$ cat config.mk
export PLATFORM = sky130hd
export DESIGN_NAME = qspi_master
export DESIGN_NICKNAME = d
export VERILOG_FILES = /design/src/rtl/qspi_pkg.sv /design/src/rtl/qspi_ram.sv /design/src/rtl/qspi_regs.sv /design/src/rtl/qspi_engine.sv /design/src/rtl/qspi_master.sv
export SDC_FILE = /design/constraint.sdc
export NUM_CORES = 2
export LEC_CHECK = 0
export BUFFER_PORTS_ARGS = -buffer_cell sky130_fd_sc_hd__buf_2
export CORE_ASPECT_RATIO = 1.75
export CORE_MARGIN = 3
export CORE_UTILIZATION = 50
export CTS_CLUSTER_DIAMETER = 40
export DETAILED_ROUTE_END_ITERATION = 7
export GPL_ROUTABILITY_DRIVEN = 0
export PLACE_DENSITY_LB_ADDON = 0.15
export SYNTH_ARGS = -nofsm -noshare
export SYNTH_HDL_FRONTEND = slang
export SYNTH_SLANG_ARGS = --single-unit
$ cat constraint.sdc
create_clock -name clk -period 4 [get_ports clk]
set_input_delay 1 -clock clk [delete_from_list [all_inputs] [get_ports clk]]
set_output_delay 1 -clock clk [all_outputs]
set_load 0.01 [all_outputs]
$ cat src/rtl/qspi_pkg.sv
package qspi_pkg;

  localparam int PTR_W   = 5;
  localparam int DEPTH   = 1 << PTR_W;
  localparam int DATA_W  = 16;
  localparam int LEN_W   = $clog2(DATA_W);
  localparam int CMD_W   = 8;
  localparam int KEEP_BIT = 7;
  localparam int ADDR_W  = PTR_W + 2;

  // region selector in the top two address bits
  localparam logic [1:0] RGN_CTRL = 2'd0;
  localparam logic [1:0] RGN_TX   = 2'd1;
  localparam logic [1:0] RGN_RX   = 2'd2;
  localparam logic [1:0] RGN_CMD  = 2'd3;

  typedef enum logic [2:0] {
    ST_IDLE, ST_LOAD, ST_PRE, ST_SHIFT, ST_RXWR, ST_POST
  } qspi_state_e;

  typedef struct packed {
    logic             en;
    logic [LEN_W-1:0] bits;
    logic             cpol;
    logic             cpha;
    logic [7:0]       div;
    logic [6:0]       pre;
    logic [7:0]       post;
    logic [PTR_W-1:0] endp;
    logic [PTR_W-1:0] firstp;
  } qspi_cfg_t;

endpackage

$ cat src/rtl/qspi_ram.sv
module qspi_ram #(
  parameter int W     = 16,
  parameter int DEPTH = 32,
  localparam int AW   = $clog2(DEPTH)
) (
  input  logic          clk,
  input  logic          we,
  input  logic [AW-1:0] waddr,
  input  logic [W-1:0]  wdata,
  input  logic [AW-1:0] raddr_a,
  output logic [W-1:0]  rdata_a,
  input  logic [AW-1:0] raddr_b,
  output logic [W-1:0]  rdata_b
);

  logic [W-1:0] mem_q [DEPTH];

  always_ff @(posedge clk) begin
    if (we) mem_q[waddr] <= wdata;
  end

  assign rdata_a = mem_q[raddr_a];
  assign rdata_b = mem_q[raddr_b];

endmodule

$ cat src/rtl/qspi_regs.sv
module qspi_regs
  import qspi_pkg::*;
(
  input  logic             clk,
  input  logic             rst_n,
  input  logic             we,
  input  logic [1:0]       waddr,
  input  logic [15:0]      wdata,
  input  logic             ent_done,
  input  logic             q_done,
  input  logic [PTR_W-1:0] eng_idx,
  output qspi_cfg_t        cfg,
  output logic             busy,
  output logic             launch,
  output logic             fin,
  output logic [PTR_W-1:0] last_idx
);

  qspi_cfg_t        cfg_q, cfg_n;
  logic             busy_q, busy_n;
  logic             fin_q, fin_n;
  logic [PTR_W-1:0] last_q, last_n;
  logic             unused_wbits;

  assign unused_wbits = ^{wdata[14], wdata[6:5]};

  always_comb begin
    cfg_n  = cfg_q;
    busy_n = busy_q;
    fin_n  = fin_q;
    last_n = last_q;
    launch = 1'b0;
    // control words are frozen while a queue runs
    if (we && !busy_q) begin
      case (waddr)
        2'd0: begin
          cfg_n.en   = wdata[15];
          cfg_n.bits = wdata[13:10];
          cfg_n.cpol = wdata[9];
          cfg_n.cpha = wdata[8];
          cfg_n.div  = wdata[7:0];
        end
        2'd1: begin
          cfg_n.pre  = wdata[14:8];
          cfg_n.post = wdata[7:0];
          if (wdata[15] && cfg_q.en) begin
            busy_n = 1'b1;
            launch = 1'b1;
          end
        end
        2'd2: begin
          cfg_n.endp   = wdata[8 +: PTR_W];
          cfg_n.firstp = wdata[PTR_W-1:0];
        end
        default: ;
      endcase
    end
    if (we && waddr == 2'd3 && wdata[7]) fin_n = 1'b0;
    if (ent_done) last_n = eng_idx;
    if (q_done) begin
      busy_n = 1'b0;
      fin_n  = 1'b1;
    end
  end

  always_ff @(posedge clk or negedge rst_n) begin
    if (!rst_n) begin
      cfg_q  <= '0;
      busy_q <= 1'b0;
      fin_q  <= 1'b0;
      last_q <= '0;
    end else begin
      cfg_q  <= cfg_n;
      busy_q <= busy_n;
      fin_q  <= fin_n;
      last_q <= last_n;
    end
  end

  assign cfg      = cfg_q;
  assign busy     = busy_q;
  assign fin      = fin_q;
  assign last_idx = last_q;

endmodule

$ cat src/rtl/qspi_engine.sv
module qspi_engine
  import qspi_pkg::*;
#(
  parameter int CS_W = 4
) (
  input  logic              clk,
  input  logic              rst_n,
  input  qspi_cfg_t         cfg,
  input  logic              go,
  input  logic [DATA_W-1:0] tx_word,
  input  logic [CMD_W-1:0]  cmd_byte,
  input  logic              miso,
  output logic [PTR_W-1:0]  idx,
  output logic              rx_we,
  output logic [DATA_W-1:0] rx_word,
  output logic              ent_done,
  output logic              q_done,
  output logic [CS_W-1:0]   cs,
  output logic              sclk,
  output logic              mosi
);

  localparam int EDGE_W = LEN_W + 1;

  qspi_state_e       state_q, state_n;
  logic [PTR_W-1:0]  idx_q, idx_n;
  logic [7:0]        cnt_q, cnt_n;
  logic [7:0]        hc_q, hc_n;
  logic [EDGE_W-1:0] edge_q, edge_n;
  logic              lvl_q, lvl_n;
  logic [DATA_W-1:0] txs_q, txs_n;
  logic [DATA_W-1:0] rxs_q, rxs_n;
  logic              mosi_q, mosi_n;
  logic [CS_W-1:0]   cs_q, cs_n;
  logic              keep_q, keep_n;

  logic [LEN_W-1:0]  msb_pos;
  logic [EDGE_W-1:0] last_edge;
  logic [7:0]        div_m1;
  logic              sample;
  logic              unused_cfg;

  assign unused_cfg = ^{cfg.en, cmd_byte[KEEP_BIT-1:CS_W]};

  // length field 0 wraps to the full word
  assign msb_pos   = cfg.bits - 1'b1;
  assign last_edge = {msb_pos, 1'b1};
  assign div_m1    = (cfg.div == 8'd0) ? 8'd0 : cfg.div - 8'd1;

  always_comb begin
    state_n  = state_q;
    idx_n    = idx_q;
    cnt_n    = cnt_q;
    hc_n     = hc_q;
    edge_n   = edge_q;
    lvl_n    = lvl_q;
    txs_n    = txs_q;
    rxs_n    = rxs_q;
    mosi_n   = mosi_q;
    cs_n     = cs_q;
    keep_n   = keep_q;
    rx_we    = 1'b0;
    ent_done = 1'b0;
    q_done   = 1'b0;
    // leading toggle samples in phase 0, trailing toggle in phase 1
    sample   = (~lvl_q) ^ cfg.cpha;
    case (state_q)
      ST_IDLE: begin
        if (go) begin
          idx_n   = cfg.firstp;
          state_n = ST_LOAD;
        end
      end
      ST_LOAD: begin
        txs_n   = tx_word;
        rxs_n   = '0;
        cs_n    = cmd_byte[CS_W-1:0];
        keep_n  = cmd_byte[KEEP_BIT];
        cnt_n   = '0;
        state_n = ST_PRE;
      end
      ST_PRE: begin
        if (cnt_q == {1'b0, cfg.pre}) begin
          state_n = ST_SHIFT;
          hc_n    = '0;
          edge_n  = '0;
          lvl_n   = 1'b0;
          mosi_n  = 1'b0;
          if (!cfg.cpha) begin
            mosi_n = txs_q[msb_pos];
            txs_n  = txs_q << 1;
          end
        end else begin
          cnt_n = cnt_q + 8'd1;
        end
      end
      ST_SHIFT: begin
        if (hc_q == div_m1) begin
          hc_n   = '0;
          lvl_n  = ~lvl_q;
          edge_n = edge_q + 1'b1;
          if (sample) begin
            rxs_n = {rxs_q[DATA_W-2:0], miso};
          end else begin
            mosi_n = txs_q[msb_pos];
            txs_n  = txs_q << 1;
          end
          if (edge_q == last_edge) state_n = ST_RXWR;
        end else begin
          hc_n = hc_q + 8'd1;
        end
      end
      ST_RXWR: begin
        rx_we   = 1'b1;
        cnt_n   = '0;
        state_n = ST_POST;
      end
      ST_POST: begin
        if (cnt_q == cfg.post) begin
          ent_done = 1'b1;
          if (idx_q == cfg.endp) begin
            q_done  = 1'b1;
            cs_n    = '0;
            state_n = ST_IDLE;
          end else begin
            idx_n   = idx_q + 1'b1;
            if (!keep_q) cs_n = '0;
            state_n = ST_LOAD;
          end
        end else begin
          cnt_n = cnt_q + 8'd1;
        end
      end
      default: state_n = ST_IDLE;
    endcase
  end

  always_ff @(posedge clk or negedge rst_n) begin
    if (!rst_n) begin
      state_q <= ST_IDLE;
      idx_q   <= '0;
      cnt_q   <= '0;
      hc_q    <= '0;
      edge_q  <= '0;
      lvl_q   <= 1'b0;
      txs_q   <= '0;
      rxs_q   <= '0;
      mosi_q  <= 1'b0;
      cs_q    <= '0;
      keep_q  <= 1'b0;
    end else begin
      state_q <= state_n;
      idx_q   <= idx_n;
      cnt_q   <= cnt_n;
      hc_q    <= hc_n;
      edge_q  <= edge_n;
      lvl_q   <= lvl_n;
      txs_q   <= txs_n;
      rxs_q   <= rxs_n;
      mosi_q  <= mosi_n;
      cs_q    <= cs_n;
      keep_q  <= keep_n;
    end
  end

  assign idx     = idx_q;
  assign rx_word = rxs_q;
  assign cs      = cs_q;
  assign sclk    = cfg.cpol ^ lvl_q;
  assign mosi    = (state_q == ST_SHIFT) ? mosi_q : 1'b0;

endmodule

$ cat src/rtl/qspi_master.sv
module qspi_master
  import qspi_pkg::*;
#(
  parameter int CS_W     = 4,
  parameter int SYNC_LEN = 2
) (
  input  logic              clk,
  input  logic              rst_n,
  input  logic              bus_we,
  input  logic [ADDR_W-1:0] bus_addr,
  input  logic [15:0]       bus_wdata,
  output logic [15:0]       bus_rdata,
  output logic              sclk,
  output logic              mosi,
  input  logic              miso,
  output logic [CS_W-1:0]   cs
);

  // reset: asserted at once, released through a short flop chain
  logic [SYNC_LEN-1:0] sync_q;
  logic                rst_sync_n;

  generate
    for (genvar s = 0; s < SYNC_LEN; s++) begin : g_sync
      if (s == 0) begin : g_first
        always_ff @(posedge clk or negedge rst_n) begin
          if (!rst_n) sync_q[s] <= 1'b0;
          else        sync_q[s] <= 1'b1;
        end
      end else begin : g_next
        always_ff @(posedge clk or negedge rst_n) begin
          if (!rst_n) sync_q[s] <= 1'b0;
          else        sync_q[s] <= sync_q[s-1];
        end
      end
    end
  endgenerate
  assign rst_sync_n = sync_q[SYNC_LEN-1];

  logic [1:0]        region;
  logic [PTR_W-1:0]  bus_idx;
  qspi_cfg_t         cfg;
  logic              busy, launch, fin, ent_done, q_done, rx_we;
  logic [PTR_W-1:0]  last_idx, eng_idx;
  logic [DATA_W-1:0] tx_eng, tx_bus, rx_bus, rx_word;
  logic [CMD_W-1:0]  cmd_eng, cmd_bus;
  logic              unused_hi;

  assign region    = bus_addr[ADDR_W-1 -: 2];
  assign bus_idx   = bus_addr[PTR_W-1:0];
  assign unused_hi = ^{bus_wdata[15:CMD_W], bus_addr[PTR_W-1:2], rx_eng_unused};

  qspi_regs u_regs (
    .clk      (clk),
    .rst_n    (rst_sync_n),
    .we       (bus_we && region == RGN_CTRL),
    .waddr    (bus_addr[1:0]),
    .wdata    (bus_wdata),
    .ent_done (ent_done),
    .q_done   (q_done),
    .eng_idx  (eng_idx),
    .cfg      (cfg),
    .busy     (busy),
    .launch   (launch),
    .fin      (fin),
    .last_idx (last_idx)
  );

  qspi_engine #(.CS_W(CS_W)) u_engine (
    .clk      (clk),
    .rst_n    (rst_sync_n),
    .cfg      (cfg),
    .go       (launch),
    .tx_word  (tx_eng),
    .cmd_byte (cmd_eng),
    .miso     (miso),
    .idx      (eng_idx),
    .rx_we    (rx_we),
    .rx_word  (rx_word),
    .ent_done (ent_done),
    .q_done   (q_done),
    .cs       (cs),
    .sclk     (sclk),
    .mosi     (mosi)
  );

  qspi_ram #(.W(DATA_W), .DEPTH(DEPTH)) u_tx_ram (
    .clk     (clk),
    .we      (bus_we && region == RGN_TX),
    .waddr   (bus_idx),
    .wdata   (bus_wdata),
    .raddr_a (eng_idx),
    .rdata_a (tx_eng),
    .raddr_b (bus_idx),
    .rdata_b (tx_bus)
  );

  // the engine's capture write wins over a bus write in the same clock
  logic [DATA_W-1:0] rx_eng_unused;
  qspi_ram #(.W(DATA_W), .DEPTH(DEPTH)) u_rx_ram (
    .clk     (clk),
    .we      (rx_we || (bus_we && region == RGN_RX)),
    .waddr   (rx_we ? eng_idx : bus_idx),
    .wdata   (rx_we ? rx_word : bus_wdata),
    .raddr_a (eng_idx),
    .rdata_a (rx_eng_unused),
    .raddr_b (bus_idx),
    .rdata_b (rx_bus)
  );

  qspi_ram #(.W(CMD_W), .DEPTH(DEPTH)) u_cmd_ram (
    .clk     (clk),
    .we      (bus_we && region == RGN_CMD),
    .waddr   (bus_idx),
    .wdata   (bus_wdata[CMD_W-1:0]),
    .raddr_a (eng_idx),
    .rdata_a (cmd_eng),
    .raddr_b (bus_idx),
    .rdata_b (cmd_bus)
  );

  always_comb begin
    bus_rdata = '0;
    case (region)
      RGN_CTRL: begin
        case (bus_addr[1:0])
          2'd0: bus_rdata = {cfg.en, 1'b0, cfg.bits, cfg.cpol, cfg.cpha, cfg.div};
          2'd1: bus_rdata = {busy, cfg.pre, cfg.post};
          2'd2: bus_rdata = {3'b0, cfg.endp, 3'b0, cfg.firstp};
          default: bus_rdata = {8'b0, fin, 2'b0, last_idx};
        endcase
      end
      RGN_TX:  bus_rdata = tx_bus;
      RGN_RX:  bus_rdata = rx_bus;
      default: bus_rdata = {8'b0, cmd_bus};
    endcase
  end

endmodule

# ---- Yosys cells after proc, flatten, opt, wreduce, memory -nomap -nowiden
# Memories as Yosys holds them, arrays and structs flattened.
# Index checks and enable logic that the tools add are counted.
dict set report word_totals {
  reg_bits 117
  ramBits 1280
  input_bits 27
  out_inout_bits 22
  wordCells 173
  memories 3
}
# memory words width rd rd_ports_with_merged_regs wr line_no
set memory_table {}
lappend memory_table {u_rx_ram.mem_q 32 16 1 0 1 qspi_ram.sv:16} ;# logic [W-1:0] mem_q [DEPTH];
lappend memory_table {u_tx_ram.mem_q 32 16 2 0 1 qspi_ram.sv:16}
lappend memory_table {u_cmd_ram.mem_q 32 8 2 0 1 qspi_ram.sv:16}
dict set report classes {
  n_addsub 6
  magnitude_cmp 1
  n_eq_ne 28
  n_mux 69
  bitwise_logic 3
  reduce_logical 38
}
# op count
set op_table {}
lappend op_table {{16-bit one-hot mux with 3 select lines} 3}
lappend op_table {{16-bit 2-to-1 mux} 7}
lappend op_table {{8-bit 2-to-1 mux} 5}
lappend op_table {{16-bit one-hot mux with 2 select lines} 1}
lappend op_table {{1-bit 2-to-1 mux} 30}
lappend op_table {{5-bit 2-to-1 mux} 6}
lappend op_table {{8-bit one-hot mux with 3 select lines} 1}
lappend op_table {{5-bit one-hot mux with 2 select lines} 2}
lappend op_table {{3-bit one-hot mux with 6 select lines} 1}
lappend op_table {{8-bit by 1-bit adder with 8-bit output (second input constant)} 2}
lappend op_table {{8-bit equality test} 2}
lappend op_table {{8-bit one-hot mux with 2 select lines} 1}
lappend op_table {{2-bit nonzero test} 8}
lappend op_table {{3-bit 2-to-1 mux} 5}
lappend op_table {{3-bit AND reduction} 5}
lappend op_table {{4-bit 2-to-1 mux} 3}
lappend op_table {{2-bit inequality test (second input constant)} 6}
lappend op_table {{5-bit by 1-bit adder with 5-bit output (second input constant)} 2}
lappend op_table {{5-bit equality test} 2}
lappend op_table {{2-bit by 1-bit inequality test with 1-bit output (second input constant)} 5}
lappend op_table {{5-bit AND reduction} 2}
lappend op_table {{2-bit equality test (second input constant)} 4}
lappend op_table {{8-bit by 7-bit equality test with 1-bit output} 1}
lappend op_table {{1-bit logical AND} 8}
lappend op_table {{22 further kinds} 33}

# ---- Depth between registers and ports, before layout
dict set report logic_depth {
  word_depth 6
  depth_mapped 11
  ltp_nobuf 9
}

# ---- Cells and area by module
# Synthesis repeated with hierarchy kept, for this count alone.
dict set report hier_totals {
  hier_cells 4544
  hier_area_um2 68558.3
}
# module instances cells_per_inst area_per_inst_um2 seq_area_each_um2
set by_module_without_submodules {}
lappend by_module_without_submodules {{qspi_ram (u_rx_ram ...)} 2 1696 24796.3 15374.7}
lappend by_module_without_submodules {{qspi_ram (u_cmd_ram)} 1 516 11887.7 7687.4}
lappend by_module_without_submodules {qspi_engine 1 419 4227.8 1701.6}
lappend by_module_without_submodules {qspi_regs 1 105 1799.2 1176.1}
lappend by_module_without_submodules {qspi_master 1 112 1051.0 50.0}

# ---- Worst setup path before layout
# OpenSTA, ideal clock, no wires.
dict set report synth_path {
  path_type {input to output}
  from {input port bus_addr[0]}
  to {output port bus_rdata[5]}
  t_arrival_ns 3.233
  t_required_ns 3.000
  slack_ns -0.233
  cell_stages 9
  path_buffers 4
  cell_sequence {buf_2 > buf_2 > buf_2 > buf_2 > mux4_2 > a22oi_1 > nand3_1 > a221oi_1 > nor2_1}
}
dict set report synth_between {
  elab_chain_len 3
  word_cells_on_any_way 8
  cone_classes {2 x eq/ne; 2 x mux; 1 x reduce/logical; 3 x memory}
}
# item line_no
set synth_lines {}
lappend synth_lines {{start, declared} qspi_master.sv:10} ;# input logic [ADDR_W-1:0] bus_addr,
lappend synth_lines {{parallel branches: the longest is 2 deep, another holds memory 32 x 8 bit} -}
lappend synth_lines {{16-bit one-hot mux with 3 select lines *} qspi_master.sv:124} ;# case (region)
lappend synth_lines {{end, declared} qspi_master.sv:12} ;# output logic [15:0] bus_rdata,
# Mark *: on every way between the ends.

# ---- Final worst setup path
dict set report layout_path {
  from {input port bus_addr[0]}
  to {output port bus_rdata[12]}
}
dict set report layout_between {
  elab_chain_len 3
  word_cells_on_any_way 7
  cone_classes {2 x eq/ne; 2 x mux; 1 x reduce/logical; 2 x memory}
}
# item line_no
set layout_lines {}
lappend layout_lines {{parallel branches: the longest is 2 deep, another holds memory 32 x 16 bit} -}
lappend layout_lines {{16-bit one-hot mux with 3 select lines *} qspi_master.sv:124}
# Marks and branches as above.

==> flow_summary_export.csv <==
group,metric,value,unit
worst_setup_path,worstReg2RegStart,"u_regs.cfg[25]",
global_routing,grt_pass1_wl,275000,microns
logic_synthesis,async_flop_share,0.0838,
worst_setup_path,crit_arrival,3.26,ns
placement,pre_cts_ws,-0.739,ns
sta,finClkSkew,0.0233,ns
routing,drc_errors,0,
outcome,status,"complete, but fails checks",
sta,min_period,4.26,ns
clock_tree,clk_pin_slew,0.06,ns
logic_synthesis,yosysMostFrequentCell,"edfxtp_1",
logic_synthesis,syn_nets,3120,
placement,placed_cell_area,66500,sq um
worst_setup_path,startpoint_type,"input pin",
global_routing,grt.overflow.total,0,
logic_synthesis,synth_top_cells_by_area,"edfxtp_1 64%, mux4_2 20%, dfrtp_1 4.8%, a22oi_1 1.2%, mux2_2 1.1%",
worst_setup_path,worst_setup_path_end_kind,"output port",
logic_synthesis,synthAdderAreaFrac,0.00124,
global_routing,top_usage_layer,"met2",
hold_path,hold_class,"reg2async",
worst_setup_path,r2r_setup_slack,0.30,ns
run,drv_cap,0,
worst_setup_path,crit_fanout,7,
sta,setup_viol,15,
worst_setup_path,r2r_end,"u_engine.txs_q[4]",
logic_synthesis,synth_xor_area_frac,0.00559,
worst_setup_path,cp_data_required_time,3.00,ns
sta,hold_viol,0,
sta,slew_viol_final,0,
logic_synthesis,ys_seq_area_frac,0.684,
final_layout,syn_to_final_growth,20.2,%
sta,maxClockFrequency,0.235,GHz
routing,drt_pass1_iterations,6,
clock_tree,cts_tree,"done",
logic_synthesis,yosysUniqueCellTypes,76,
clock_tree,clock_latency,0.78,ns
final_layout,fin_area,72700,sq um
routing,wirelength,194000,microns
floorplan,start_util,0.504,
sta,relSlewSlack,0.280,
worst_setup_path,cp_slowest_stage_delay,0.53,ns
logic_synthesis,yosysTopAreaCellShare,0.635,
sta,hold_ws,0.322,ns
sta,rsz0062_at_grt,"yes",
clock_tree,ctsRootBufferMaster,"clkbuf_16",
power,p_leak,0.0240,uW
routing,first_iter_violations,4460,
clock_tree,clock_sinks,1397,
floorplan,io_pins,49,
floorplan,fp.dieW,269,microns
final_layout,nets,3634,
routing,wl_per_cell,36.4,microns
worst_setup_path,cp_slowest_cell,"mux4_2",
global_routing,first_global_vias,37000,
global_routing,grt_max_degree,68,
logic_synthesis,yosys_warnings,0,
sta,layout_setup_ws,-0.258,ns
routing,antenna_left,0,
placement,port_buffers,48,
routing,vias,35500,
logic_synthesis,synth-edff-count,1280,
global_routing,globalRouteTotalUtil,0.317,
logic_synthesis,synth-compound-area-share,0.0358,
floorplan,core-area,120000,sq um
logic_synthesis,synth_top_family_by_area,"multiplexers",
routing,routed_via_density,6.65,
clock_tree,cts_buffer_depth,3,
power,p_per_area,464,nW/um^2
logic_synthesis,syn_area_per_cell,19.6,sq um
power,fin_total_pwr,33700,uW
power,ir_drop,0.531,mV
floorplan,die-area,125000,sq um
worst_setup_path,cp_common_cell,"buf_16",
global_routing,grt_use_met2,0.555,
logic_synthesis,yosysTopAreaCell,"edfxtp_1",
final_layout,drive_gt1_frac,0.423,
worst_setup_path,critPathKind,"in2out",
final_layout,num-fill-cells,8550,
outcome,violations,"setup timing",
logic_synthesis,synth_mux_area_frac,0.226,
sta,fin_crit_sh,1.06,
logic_synthesis,synth.top_cells.by_count,"1280 x edfxtp_1, 544 x mux4_2, 155 x nor2_1",
sta,worstMarginPinSlew,1.07,ns
global_routing,grt_use_met1,0.371,
logic_synthesis,syn_inst,3087,
floorplan,placementRows,168,
logic_synthesis,synth.cell_area,60500,sq um
worst_setup_path,ff2ff_path_depth,9,
clock_tree,cts-htree-levels,4,
global_routing,use_met3,0.0562,
logic_synthesis,ys_ff_latch,1397,
global_routing,antenna_found_initial,10,
clock_tree,cts_made_buffers,142,
logic_synthesis,synthFlopType,"edfxtp_1",
worst_setup_path,path_cells,"buf_16 -> buf_16 -> buf_12 -> mux4_2 -> a22oi_2 -> and3_4 -> o211ai_1 -> o21ai_1 -> buf_4 -> o22ai_4 -> buf_2",
logic_synthesis,synthSimpleGateAreaFrac,0.0328,
floorplan,die_h,466,microns
placement,post-dp-hpwl,131000,microns
sequential cells by signal, indices dropped and copies added (netlist names):
register and count:
u_rx_ram.mem_q 512, u_tx_ram.mem_q 512, u_cmd_ram.mem_q 256, u_regs.cfg 40, u_engine.rx_word 16, u_engine.txs_q 16, u_engine.cnt_q 8, u_engine.hc_q 8
u_engine.edge_q 5, u_engine.idx 5, u_regs.last_idx 5, u_engine.cs 4, u_engine.state_q 3, rst_sync_n 1, sync_q 1, u_engine.keep_q 1
u_engine.lvl_q 1, u_engine.mosi_q 1, u_regs.busy 1, u_regs.fin 1
through the flow:
step | util | cells | TNS (ns)
6_report | 0.606 | 5335 | -2.46
2_1_floorplan | - | 3087 | 0
3_5_place_dp | 0.554 | 5019 | -7.80
3_3_place_gp | 0.554 | 5019 | -7.60
4_1_cts | 0.604 | 5313 | -2.14
5_1_grt | 0.606 | 5333 | -3.11
layer usage:
layer / vias up / part of all wire
li1: 14000 / -
met1: 18900 / 0.33
met2: 1967 / 0.53
met3: 549 / 0.072
met4: 6 / 0.067
met5: - / 0.00020
worst max-delay path by stage:
stage / to / slack, ns / start
6_report: bus_rdata[12] / -0.26 / bus_addr[0]
3_5_place_dp: bus_rdata[1] / -0.74 / bus_addr[0]
4_1_cts: bus_rdata[15] / -0.21 / bus_addr[0]
2_1_floorplan: bus_rdata[5] / 0.006 / bus_addr[1]
5_1_grt: bus_rdata[4] / -0.26 / bus_addr[0]
3_3_place_gp: bus_rdata[1] / -0.74 / bus_addr[0]
critical path: cells and delay by family:
family                 cells  cell delay, ns
AND/OR/NAND/NOR            1            0.20
buffers and inverters      5            0.83
AO/OA/AOI/OAI              4            0.67
multiplexers               1            0.53
where the power goes:
part | internal, uW | switching, uW | leakage, uW | total [uW]
sequential | 16300 | 441 | 0.0130 | 16700
clock | 7630 | 5830 | 0.00229 | 13500
combinational | 1580 | 1960 | 0.00866 | 3540
total | 25500 | 8230 | 0.0240 | 33700
cells by family (layout without fill, tap and decap cells):
| group | after synthesis | in the layout |
|---|---|---|
| AOI/OAI and AO/OA | 313 | 313 |
| xor gates and xnor gates | 37 | 37 |
| adders and majority gates | 6 | 6 |
| buffers and inverters | 221 | 851 |
| DFF | 1397 | 1397 |
| muxes | 675 | 675 |
| other | 1 | 4 |
| and+or+nand+nor | 437 | 437 |
layout make-up:
cell class / count / area [sq um] / area share
sequential: 1397 / 41400 / 0.569
multi-input combinational: 1469 / 19000 / 0.261
timing repair buffer: 572 / 5550 / 0.0763
clock buffer: 174 / 3790 / 0.0521
tap: 1615 / 2020 / 0.0278
clock inverter: 86 / 905 / 0.0124
inverter: 19 / 71.3 / 0.000981
antenna: 3 / 7.51 / 0.000103
timing repair:
action	in CTS	in global routing
buffers inserted	29	21
endpoints found under the hold margin	2	0
cloned	6	1
pin swaps	43	22
hold buffers	1	0
endpoints found under the setup margin	16	17
resized for setup	163	23
cells in the final DEF (no fill, tap or decap), drive strengths merged, types with 5 or more instances in the layout:
cell type and instances:
a211oi 6, a21oi 57, a221oi 7, a22o 29, a22oi 93, a31oi 8
and2 6, and3 8, and4 6, buf 568, bufinv 12, clkbuf 175
clkinv 44, dfrtp 117, edfxtp 1280, ha 6, inv 45, mux2 69
mux2i 62, mux4 544, nand2 150, nand2b 11, nand3 31, nand4 16
nor2 157, nor2b 10, nor3 9, o2111ai 6, o21ai 53, o22ai 16
or3 8, or4 5, xnor2 20, xor2 16
No activity file was read; power rests on OpenSTA's default activity.
